<file path="src/rtl/pxd_pkg.sv">
package pxd_pkg;
    // Interleaved sample phases handled by the two-clock feedback
    typedef enum logic [0:0] {
        PH_EVEN = 1'b0,
        PH_ODD  = 1'b1
    } phase_e;

    localparam int NUM_PHASES = 2;
endpackage

</file>
<file path="src/rtl/pxd_gray_unfold.sv">
module pxd_gray_unfold #(
    parameter int W = 10
) (
    input  logic         gray_en,
    input  logic [W-1:0] word_in,
    output logic [W-1:0] word_out
);
    logic [W-1:0] prefix;

    // Running XOR from the MSB downward
    assign prefix[W-1] = word_in[W-1];
    generate
        for (genvar i = W - 2; i >= 0; i--) begin : g_fold
            assign prefix[i] = prefix[i+1] ^ word_in[i];
        end
    endgenerate

    assign word_out = gray_en ? prefix : word_in;
endmodule

</file>
<file path="src/rtl/pxd_phase_fsm.sv">
module pxd_phase_fsm
    import pxd_pkg::*;
(
    input  logic   clk,
    input  logic   rst_n,
    output phase_e phase_q,
    output logic   sel_even,
    output logic   sel_odd
);
    phase_e phase_d;

    always_ff @(posedge clk) begin
        if (!rst_n) phase_q <= PH_EVEN;
        else        phase_q <= phase_d;
    end

    always_comb begin
        unique case (phase_q)
            PH_EVEN: phase_d = PH_ODD;
            PH_ODD:  phase_d = PH_EVEN;
            default: phase_d = PH_EVEN;
        endcase
    end

    always_comb begin
        sel_even = 1'b0;
        sel_odd  = 1'b0;
        unique case (phase_q)
            PH_EVEN: sel_even = 1'b1;
            PH_ODD:  sel_odd  = 1'b1;
            default: sel_even = 1'b1;
        endcase
    end
endmodule

</file>
<file path="src/rtl/pxd_recon.sv">
module pxd_recon
    import pxd_pkg::*;
#(
    parameter int W = 10
) (
    input  logic         clk,
    input  logic         rst_n,
    input  logic [W-1:0] conv_word,
    input  logic         ref_strobe,
    input  logic         diff_en,
    input  logic         sel_even,
    input  logic         sel_odd,
    output logic [W-1:0] pix_q
);
    logic [NUM_PHASES-1:0][W-1:0] hist_q;
    logic [NUM_PHASES-1:0]        wr_sel;
    logic [W-1:0]                 base;
    logic [W-1:0]                 sum;
    logic [W-1:0]                 result;

    assign wr_sel = {sel_odd, sel_even};
    assign base   = sel_odd ? hist_q[1] : hist_q[0];
    assign sum    = conv_word + base;   // carry beyond bit W-1 dropped

    always_comb begin
        if (ref_strobe)   result = conv_word;
        else if (diff_en) result = sum;
        else              result = conv_word;
    end

    always_ff @(posedge clk) begin
        for (int p = 0; p < NUM_PHASES; p++) begin
            if (!rst_n)        hist_q[p] <= '0;
            else if (wr_sel[p]) hist_q[p] <= result;
        end
    end

    always_ff @(posedge clk) begin
        if (!rst_n) pix_q <= '0;
        else        pix_q <= result;
    end
endmodule

</file>
<file path="src/rtl/pxd_decoder.sv">
module pxd_decoder
    import pxd_pkg::*;
#(
    parameter int PIX_W = 10
) (
    input  logic             clk,
    input  logic             rst_n,
    input  logic [PIX_W-1:0] code_in,
    input  logic             ref_strobe,
    input  logic             gray_en,
    input  logic             diff_en,
    output logic [PIX_W-1:0] pix_out
);
    logic [PIX_W-1:0] conv_word;
    phase_e           phase_q;
    logic             sel_even;
    logic             sel_odd;

    pxd_gray_unfold #(.W(PIX_W)) u_unfold (
        .gray_en (gray_en),
        .word_in (code_in),
        .word_out(conv_word)
    );

    pxd_phase_fsm u_phase (
        .clk     (clk),
        .rst_n   (rst_n),
        .phase_q (phase_q),
        .sel_even(sel_even),
        .sel_odd (sel_odd)
    );

    pxd_recon #(.W(PIX_W)) u_recon (
        .clk       (clk),
        .rst_n     (rst_n),
        .conv_word (conv_word),
        .ref_strobe(ref_strobe),
        .diff_en   (diff_en),
        .sel_even  (sel_even),
        .sel_odd   (sel_odd),
        .pix_q     (pix_out)
    );
endmodule

</file>
<file path="config.mk">
export PLATFORM = sky130hd
export DESIGN_NAME = pxd_decoder
export DESIGN_NICKNAME = d
export VERILOG_FILES = /design/src/rtl/pxd_pkg.sv /design/src/rtl/pxd_gray_unfold.sv /design/src/rtl/pxd_phase_fsm.sv /design/src/rtl/pxd_recon.sv /design/src/rtl/pxd_decoder.sv
export SDC_FILE = /design/constraint.sdc
export NUM_CORES = 1
export LEC_CHECK = 0
export ABC_AREA = 1
export BUFFER_PORTS_ARGS = -buffer_cell sky130_fd_sc_hd__buf_2
export CAP_MARGIN = 20
export CORE_MARGIN = 4
export CORE_UTILIZATION = 62
export CTS_CLUSTER_DIAMETER = 200
export DETAILED_ROUTE_END_ITERATION = 10
export PLACE_DENSITY = 0.8
export SLEW_MARGIN = 20
export SYNTH_ARGS = -nofsm -noshare
export SYNTH_HDL_FRONTEND = slang
export SYNTH_HIERARCHICAL = 1
export SYNTH_SLANG_ARGS = --single-unit
export TNS_END_PERCENT = 100
</file>
<file path="constraint.sdc">
create_clock -name clk -period 6.5 [get_ports clk]
set_clock_uncertainty 0.15 [all_clocks]
set_input_delay 0.65 -clock clk [delete_from_list [all_inputs] [get_ports clk]]
set_output_delay 0.65 -clock clk [all_outputs]
set_load 0.005 [all_outputs]
</file>
# Yosys cells after proc, flatten, opt, wreduce, memory -nomap -nowiden

Index checks and enable logic that the tools add are counted.
W data, S select, Z words.

$add $sub $neg: 1
Mux-type cells: 6
Bitwise logic cells: 10

Operators by type and width:

| operator         | count |
|---|---|
| $mux W10         | 3 |
| $add A10 B10 Y10 | 1 |
| $mux W9          | 1 |
| $xor A1 B1 Y1    | 9 |
| $pmux W1 S2      | 1 |
| $mux W1          | 1 |
| $not A1 Y1       | 1 |

Register bits: 31
Logic and storage cells: 21

# Logic depth before layout (Yosys ltp)

Gate-level depths: netlist (run 1).

Depth after elaboration: 13
Depth in mapped cells: 24
Depth with buffers taken out: 24

# Cells and area by module

Netlist (run 1), hierarchy kept.

By module, submodules not included:

| module          | instances | cells an instance | area each (µm²) | seq. area each (µm²) |
|---|---|---|---|---|
| pxd_recon       | 1         | 243               | 1734.2          | 600.6 |
| pxd_gray_unfold | 1         | 52                | 275.3           | 0.0 |
| pxd_phase_fsm   | 1         | 5                 | 41.3            | 20.0 |

# Least setup slack after synthesis (run 1)

Ideal clock, no wire load.

Kind: input to register
From: input port code_in[5]
To: register u_recon/hist_q[16] in the netlist's numbering
Data arrival time: 2.605 ns
Required time: 6.223 ns
Path slack: 3.618 ns
Cell stages on the path: 17
Path buffers: 0
Path through: xnor2_1 -> inv_1 -> nand3_2 -> nand3_1 -> nand3_1 -> nand3_2 -> nand2_1 -> nand2_1 -> ha_1 -> fa_1 -> nand2_1 -> nand2_2 -> nand3_2 -> a21oi_1 -> nand3b_1 -> nand2_2 -> a21oi_2

Longest elaborated chain between the ends: 10

RTL lines:

| element                         | line                  | source |
|---|---|---|
| from (decl)                     | pxd_decoder.sv:8      | `input logic [PIX_W-1:0] code_in,` |
| $xor A1 B1 Y1 (6 in a row)      | pxd_gray_unfold.sv:14 | `assign prefix[i] = prefix[i+1] ^ word_in[i];` |
| $mux W9                         | pxd_gray_unfold.sv:18 | `assign word_out = gray_en ? prefix : word_in;` |
| via conv_word[0]                | pxd_decoder.sv:14     | `logic [PIX_W-1:0] conv_word;` |
| $add A10 B10 Y10                | pxd_recon.sv:23       | `assign sum = conv_word + base;` |
| $mux W10                        | pxd_recon.sv:27       | `else if (diff_en) result = sum;` |
| $mux W10                        | pxd_recon.sv:26       | `if (ref_strobe) result = conv_word;` |
| to (signal, indexed assignment) | pxd_recon.sv:34       | `else if (wr_sel[p]) hist_q[p] <= result;` |
| to (decl)                       | pxd_recon.sv:15       | `logic [NUM_PHASES-1:0][W-1:0] hist_q;` |

The timed path passes the listed nets, and every way through them passes these cells.
A chain may end at the register's enable or synchronous reset.

# Worst setup path after layout (run 1)

From: input port code_in[9]
To: register u_recon/hist_q[6] in the netlist's numbering

Longest elaborated chain between the ends: 13

RTL lines:

| element                    | line |
|---|---|
| $xor A1 B1 Y1 (9 in a row) | pxd_gray_unfold.sv:14 |
| $mux W9                    | pxd_gray_unfold.sv:18 |
| via conv_word[0]           | pxd_decoder.sv:14 |
| $add A10 B10 Y10           | pxd_recon.sv:23 |
| $mux W10                   | pxd_recon.sv:27 |
| $mux W10                   | pxd_recon.sv:26 |

The timed path passes the listed nets, and every way through them passes these cells.

==> flow_metrics.py, run 1 <==
metrics = {
    "timing": {
        "slew_headroom_pct": 30.83,
        "finalMaxSlewViolations": 0,
        "rsz0062_at_grt": "false",
        "fin_crit_ns": 2.954,
        "fin_crit_sh_pct": 45.45,
        "finalHoldViolations": 0,
        "clock.fmax_ghz": 0.3385,
        "setup_violations": 0,
        "worst_pin_slew_ns": 1.034,
        "setup-tns-final_ns": 0,
    },
    "worst_hold_path": {
        "hold_start": "u_recon/hist_q[2]",
        "hold_depth": 2,
        "hp-class": "reg -> reg",
    },
    "synthesis": {
        "ys_seq_area_share_pct": 30.26,
        "synthesis.instances": 300,
        "syn_nets": 325,
        "ys_types": 30,
        "yosysTopAreaCell": "dfxtp_1",
        "yosysWarnings": 6,
        "postSynthAreaPerCell_um2": 6.836,
        "ys_ff_latch": 31,
        "synth.top_cell.area_share_pct": 30.26,
        "synthTopCellsByArea": "dfxtp_1, nand2_1, inv_1",
        "syn_area_um2": 2051,
    },
    "critical_path": {
        "cp_slowest_stage_delay_ns": 0.41,
        "start_kind": "input port",
        "crit_slowest_cell": "fa_1",
        "critPathRequiredTime_ns": 6.55,
        "endpoint_kind": "flop",
        "startpoint": "code_in[9]",
        "cp.arrival_ns": 3.01,
        "cp_cell_sequence": "buf_2, inv_1, nand2_1, nand2_1, nand2_2, nand2_2, nand2_2, nand3_1, nand2_1, nand2_2, nand3_2, nand2_1, nand2_1, ha_1, fa_1, nand2_1, nand2_2, nand3_2, a21oi_1, nand3b_1, nand2_2, a21oi_2",
        "rr_worst_depth": 13,
        "rr_startpoint": "u_phase/phase_q",
        "crit_fanout": 6,
        "crit_type": "in -> reg",
    },
    "global_routing": {
        "grt_pass1_vias": 1777,
        "grt_pass1_wl_mm": 7.383,
        "grt_max_degree": 36,
        "grtUsageMet2_pct": 39.32,
        "use_met3_pct": 5.983,
        "antenna_found_initial": 0,
        "grt_usage_pct": 21.65,
        "grt.busiest_layer": "met2",
        "grt.overflow.total": 0,
        "gr-usage-met1_pct": 25.48,
    },
    "detailed_routing": {
        "post_drt_wl_per_cell_um": 11.31,
        "drt_iter0_drc": 107,
        "drt-pass1-iter-count": 4,
        "drc_errors": 0,
        "final_antenna_net_count": 0,
        "viasPerCell": 5.060,
        "vias": 1847,
        "drt-total-wl_mm": 4.128,
    },
    "cts": {
        "cts_sinks": 31,
        "tritoncts": "done",
        "clock_path_buffers": 2,
        "insertion_delay_ns": 0.32,
        "clkTransAtPathRegs_ns": 0.10,
        "cts-htree-levels": 2,
        "postCtsSetupBuffers": 0,
        "numCtsBuffers": 5,
        "clockRootBuffer": "clkbuf_4",
        "post_cts_resized": 0,
        "cts_hold_buf": 0,
    },
    "power_and_ir_drop": {
        "power.total_mw": 0.5395,
        "p_per_area_nw_per_um2": 241.4,
        "p_leak_nw": 1.210,
        "peakVddDrop_v": 0.0001790,
    },
    "outcome": {
        "status": "completed",
    },
    "place": {
        "place_congestion": 0.8324,
        "dp_hpwl_mm": 3.104,
        "portBuffers": 24,
    },
    "cells_and_area": {
        "drive_gt1_share_pct": 21.18,
        "n_fill_cell": 278,
        "regArea_um2": 620.6,
        "finish.utilization_pct": 72.02,
        "multi_input_area_um2": 1191,
        "antenna_cells": 0,
        "area_growth_pct": 8.969,
        "nNetsFinal": 345,
    },
    "floorplanning": {
        "die_h_um": 65.51,
        "core_area_um2": 3103,
        "rows": 20,
        "initial_utilization_pct": 66.09,
        "die_w_um": 65.51,
        "die-area_um2": 4292,
        "ios": 25,
    },
    "flow_run": {
        "drv_cap": 0,
    },
}
[cell usage after synthesis, drive strengths merged]
master / number
mux2i: 4
o21a: 1
ha: 9
nor2: 21
a21o: 1
xnor2: 5
inv: 43
buf: 7
xor2: 4
or2: 3
fa: 1
a31oi: 1
clkinv: 1
nand3b: 1
nand3: 26
o21ai: 15
o211ai: 6
nand2: 93
clkbuf: 5
dfxtp: 31
a21oi: 20
nand4: 2
[registers in the layout, indices dropped and copies added, names as in the netlist]
| signal | cells |
|---|---|
| u_phase/phase_q | 1 |
| u_recon/pix_q | 10 |
| u_recon/hist_q | 20 |
[metal layers]
layer | wire length (µm) | part of all wire (%)
met1 | 1917 | 46
met2 | 2025 | 49
met3 | 171 | 4.1
met4 | 13 | 0.31
met5 | 0 | 0
[power by group]
group | switching (mW) | internal [mW]
registers | 0.00714 | 0.211
logic | 0.118 | 0.0732
clock network | 0.0668 | 0.0632
[final timing paths]
path	endpoint	slack, ns
worst max register to register	u_recon/hist_q[6]	3.98
worst max-delay path	u_recon/hist_q[6]	3.55
worst min-delay path	u_recon/hist_q[2]	0.34
worst min register to register	u_recon/hist_q[2]	0.34
[critical path, delay by kind of cell]
family          cells  cell delay [ns]
compound gates      2             0.11
simple gates       16             1.41
fa+ha+maj           2             0.65
buf+inv             2             0.20
[layout make-up]
class / instances / share of cell area (%)
sequential: 31 / 27.77
clock buffer: 7 / 2.912
multi-input combinational: 213 / 53.30
clock inverter: 1 / 0.3359
inverter: 44 / 7.503
timing repair buffer: 25 / 5.711
tap: 44 / 2.464
[cell families (layout without fill, tap and decap cells)]
logic type | Yosys count | count (layout) | share of synthesized area, %
adders and majority gates | 10 | 10 | 6.467
DFF | 31 | 31 | 30.26
muxes | 4 | 4 | 1.952
xor gates and xnor gates | 9 | 9 | 3.844
AOI/OAI and AO/OA | 44 | 44 | 12.69
buffers and inverters | 56 | 77 | 11.65
and+or+nand+nor | 146 | 146 | 33.13
[per-stage QoR]
stage | std cells | area, µm² | setup WS, ns | hold WS (ns)
after global placement | 357 | 2162 | 3.323 | 0.3124
after detailed placement | 357 | 2162 | 3.248 | 0.3187
final | 365 | 2235 | 3.546 | 0.3444
after CTS | 365 | 2235 | 3.591 | 0.3488
after global routing | 365 | 2235 | 3.346 | 0.3881
after floorplan | 300 | 2051 | 3.618 | 0.2730
[cells in the final DEF, fill, tap and decap left out, drive strengths merged]
| master | n |
|---|---|
| clkinvlp | 1 |
| nand3 | 26 |
| clkbuf | 7 |
| o21a | 1 |
| nand3b | 1 |
| nor2 | 21 |
| xor2 | 4 |
| clkinv | 1 |
| a21oi | 20 |
| ha | 9 |
| buf | 25 |
| or2 | 3 |
| inv | 43 |
| dfxtp | 31 |
| fa | 1 |
| xnor2 | 5 |
| nand4 | 2 |
| o21ai | 15 |
| a21o | 1 |
| a31oi | 1 |
| nand2 | 93 |
| o211ai | 6 |
| mux2i | 4 |
(Power assumes the default switching activity.)
==> inputs of run 2 (changes only) <==
--- a/config.mk
+++ b/config.mk
@@ -9,10 +9,10 @@
 export BUFFER_PORTS_ARGS = -buffer_cell sky130_fd_sc_hd__buf_2
 export CAP_MARGIN = 20
 export CORE_MARGIN = 4
-export CORE_UTILIZATION = 62
+export CORE_UTILIZATION = 58
 export CTS_CLUSTER_DIAMETER = 200
 export DETAILED_ROUTE_END_ITERATION = 10
-export PLACE_DENSITY = 0.8
+export PLACE_DENSITY = 0.76
 export SLEW_MARGIN = 20
 export SYNTH_ARGS = -nofsm -noshare
 export SYNTH_HDL_FRONTEND = slang
==> constraint.sdc (replaced) <==
create_clock -name clk -period 3.1 [get_ports clk]
set_clock_uncertainty 0.15 [all_clocks]
set_input_delay 0.31 -clock clk [delete_from_list [all_inputs] [get_ports clk]]
set_output_delay 0.31 -clock clk [all_outputs]
set_load 0.005 [all_outputs]
==> run 2 against run 1 <==
  * Routed wire length rose by 1.9%
  * Cell count up 0.82%
  * Via count grew 1.1%
  * First-iteration DRC count is 19% lower
  * Count of clock-buffer cells in the layout is 1 lower
  * Worst hold slack got worse by 0.17 ns
  * Sequential power up 110%
  * Non-clock buffer count rose by 1
  * Combinational power is 110% higher
  * Die area up 6.0%
  * Sequential share of layout area shrank 0.29 points
  * Cell area rose by 1.1%
  * Critical endpoint is now u_recon/hist_q[8]
  * Largest cell class unchanged
  * Largest power group unchanged
  * Highest routed layer unchanged
==> flow_metrics.py, run 2 (same netlist as run 1, synthesis figures left out) <==
metrics = {
    "global_routing": {
        "antenna_found_initial": 0,
        "grt_usage_pct": 20.47,
        "grt_max_degree": 35,
        "use_met3_pct": 4.992,
        "grt_pass1_wl_mm": 6.955,
        "gr-usage-met1_pct": 22.60,
        "grt_pass1_vias": 1671,
        "grtUsageMet2_pct": 37.42,
        "grt.busiest_layer": "met2",
        "grt.overflow.total": 0,
    },
    "cts": {
        "clockRootBuffer": "clkbuf_4",
        "numCtsBuffers": 5,
        "post_cts_resized": 0,
        "cts-htree-levels": 2,
        "cts_sinks": 31,
        "postCtsSetupBuffers": 0,
        "clkTransAtPathRegs_ns": 0.09,
        "clock_path_buffers": 2,
        "insertion_delay_ns": 0.34,
        "cts_hold_buf": 0,
        "tritoncts": "done",
    },
    "critical_path": {
        "start_kind": "input port",
        "endpoint_kind": "flop",
        "critPathRequiredTime_ns": 3.19,
        "cp.arrival_ns": 2.74,
        "crit_type": "in -> reg",
        "crit_fanout": 6,
    },
    "place": {
        "placed_cells_incl_taps": 360,
        "portBuffers": 24,
        "dp_hpwl_mm": 3.168,
        "pre_cts_slack_ns": 0.1635,
        "place_congestion": 0.8756,
    },
    "cells_and_area": {
        "layout_common_cells": "nand2_1, inv_1, dfxtp_1, buf_2",
        "stdcell_count": 368,
        "final_common_cell": "nand2_1",
        "nNetsFinal": 346,
        "reg_top3": "u_recon/hist_q (20), u_recon/pix_q (10), u_phase/phase_q (1)",
        "top_register": "u_recon/hist_q",
        "antenna_cells": 0,
        "area_growth_pct": 10.13,
        "drive_gt1_share_pct": 21.43,
        "largest_reg_flops": 20,
    },
    "timing": {
        "fin_crit_sh_pct": 85.39,
        "worst_pin_slew_ns": 0.5914,
        "setup-tns-final_ns": 0,
        "setup_ws_ns": 0.4528,
        "finalHoldViolations": 0,
        "rsz0062_at_grt": "false",
        "clock.fmax_ghz": 0.3778,
        "fin_crit_ns": 2.647,
        "slew_headroom_pct": 60.53,
        "finalMaxSlewViolations": 0,
        "setup_violations": 0,
    },
    "detailed_routing": {
        "drt_iter0_drc": 87,
        "final_antenna_net_count": 0,
        "post_drt_wl_per_cell_um": 11.43,
        "vias": 1867,
        "drt-total-wl_mm": 4.205,
        "drt-pass1-iter-count": 4,
        "viasPerCell": 5.073,
        "drc_errors": 0,
    },
    "floorplanning": {
        "ios": 25,
        "rows": 21,
        "die_h_um": 67.46,
        "core_area_um2": 3363,
        "die-area_um2": 4551,
        "die_w_um": 67.46,
        "initial_utilization_pct": 60.97,
    },
    "worst_hold_path": {
        "hp-class": "in -> reg",
    },
    "flow_run": {
        "drv_cap": 0,
    },
    "power_and_ir_drop": {
        "p_per_area_nw_per_um2": 526.0,
        "p_leak_nw": 1.225,
        "peakVddDrop_v": 0.0002944,
    },
    "outcome": {
        "status": "completed",
    },
}
run 2: metal layers:
layer	routed length [µm]	up-vias
met5	0	-
met4	62	0
met2	2175	34
met3	139	4
met1	1827	840
li1	-	989
run 2: area by class of cell:
cell class | instances | area, µm²
Multi-Input combinational cell | 213 | 1191
Fill cell | 332 | 1105
Sequential cell | 31 | 620.6
Inverter | 44 | 167.7
Timing Repair Buffer | 26 | 135.1
Tap cell | 46 | 57.56
Clock buffer | 6 | 51.30
Clock inverter | 2 | 35.03
run 2: power by group:
group	leakage [nW]	total (mW)	internal, mW	switching [mW]
clock network	0.0482	0.330	0.190	0.139
logic	0.919	0.400	0.155	0.246
registers	0.258	0.458	0.442	0.0162
run 2: path summary, 6_finish.rpt:
path,from,to,slack [ns],cells after the start
max reg2reg,u_phase/phase_q,u_recon/hist_q[8],0.76,13
min reg2reg,u_recon/hist_q[2],u_recon/hist_q[2],0.34,2
min,rst_n,u_phase/phase_q,0.18,3
max,code_in[9],u_recon/hist_q[8],0.45,23
run 2: critical path: stages:
cell	delay, ns
buf_2	0.14
inv_1	0.08
nand2_1	0.05
nand2_1	0.09
nand2_2	0.08
nand2_2	0.08
nand2_2	0.06
nand3_1	0.11
nand2_1	0.09
nand2_2	0.08
nand3_2	0.06
nand2_1	0.07
nand2_1	0.07
ha_1	0.25
fa_1	0.42
nand2_1	0.11
nand2_2	0.09
nand3_1	0.12
nand3_1	0.10
nand3_2	0.10
nand3_1	0.07
nand2_1	0.08
inv_1	0.03
run 2: metrics by stage:
step | hold WS (ns) | total power [mW] | cell area, µm² | util (%)
after floorplan | 0.2730 | 0.7819 | 2051 | -
after global placement | 0.3144 | 0.8551 | 2172 | 64.58
after detailed placement | 0.3158 | 0.8630 | 2172 | 64.58
after CTS | 0.1680 | 1.196 | 2258 | 67.15
after global routing | 0.1866 | 1.266 | 2258 | 67.15
final | 0.1755 | 1.188 | 2258 | 67.15
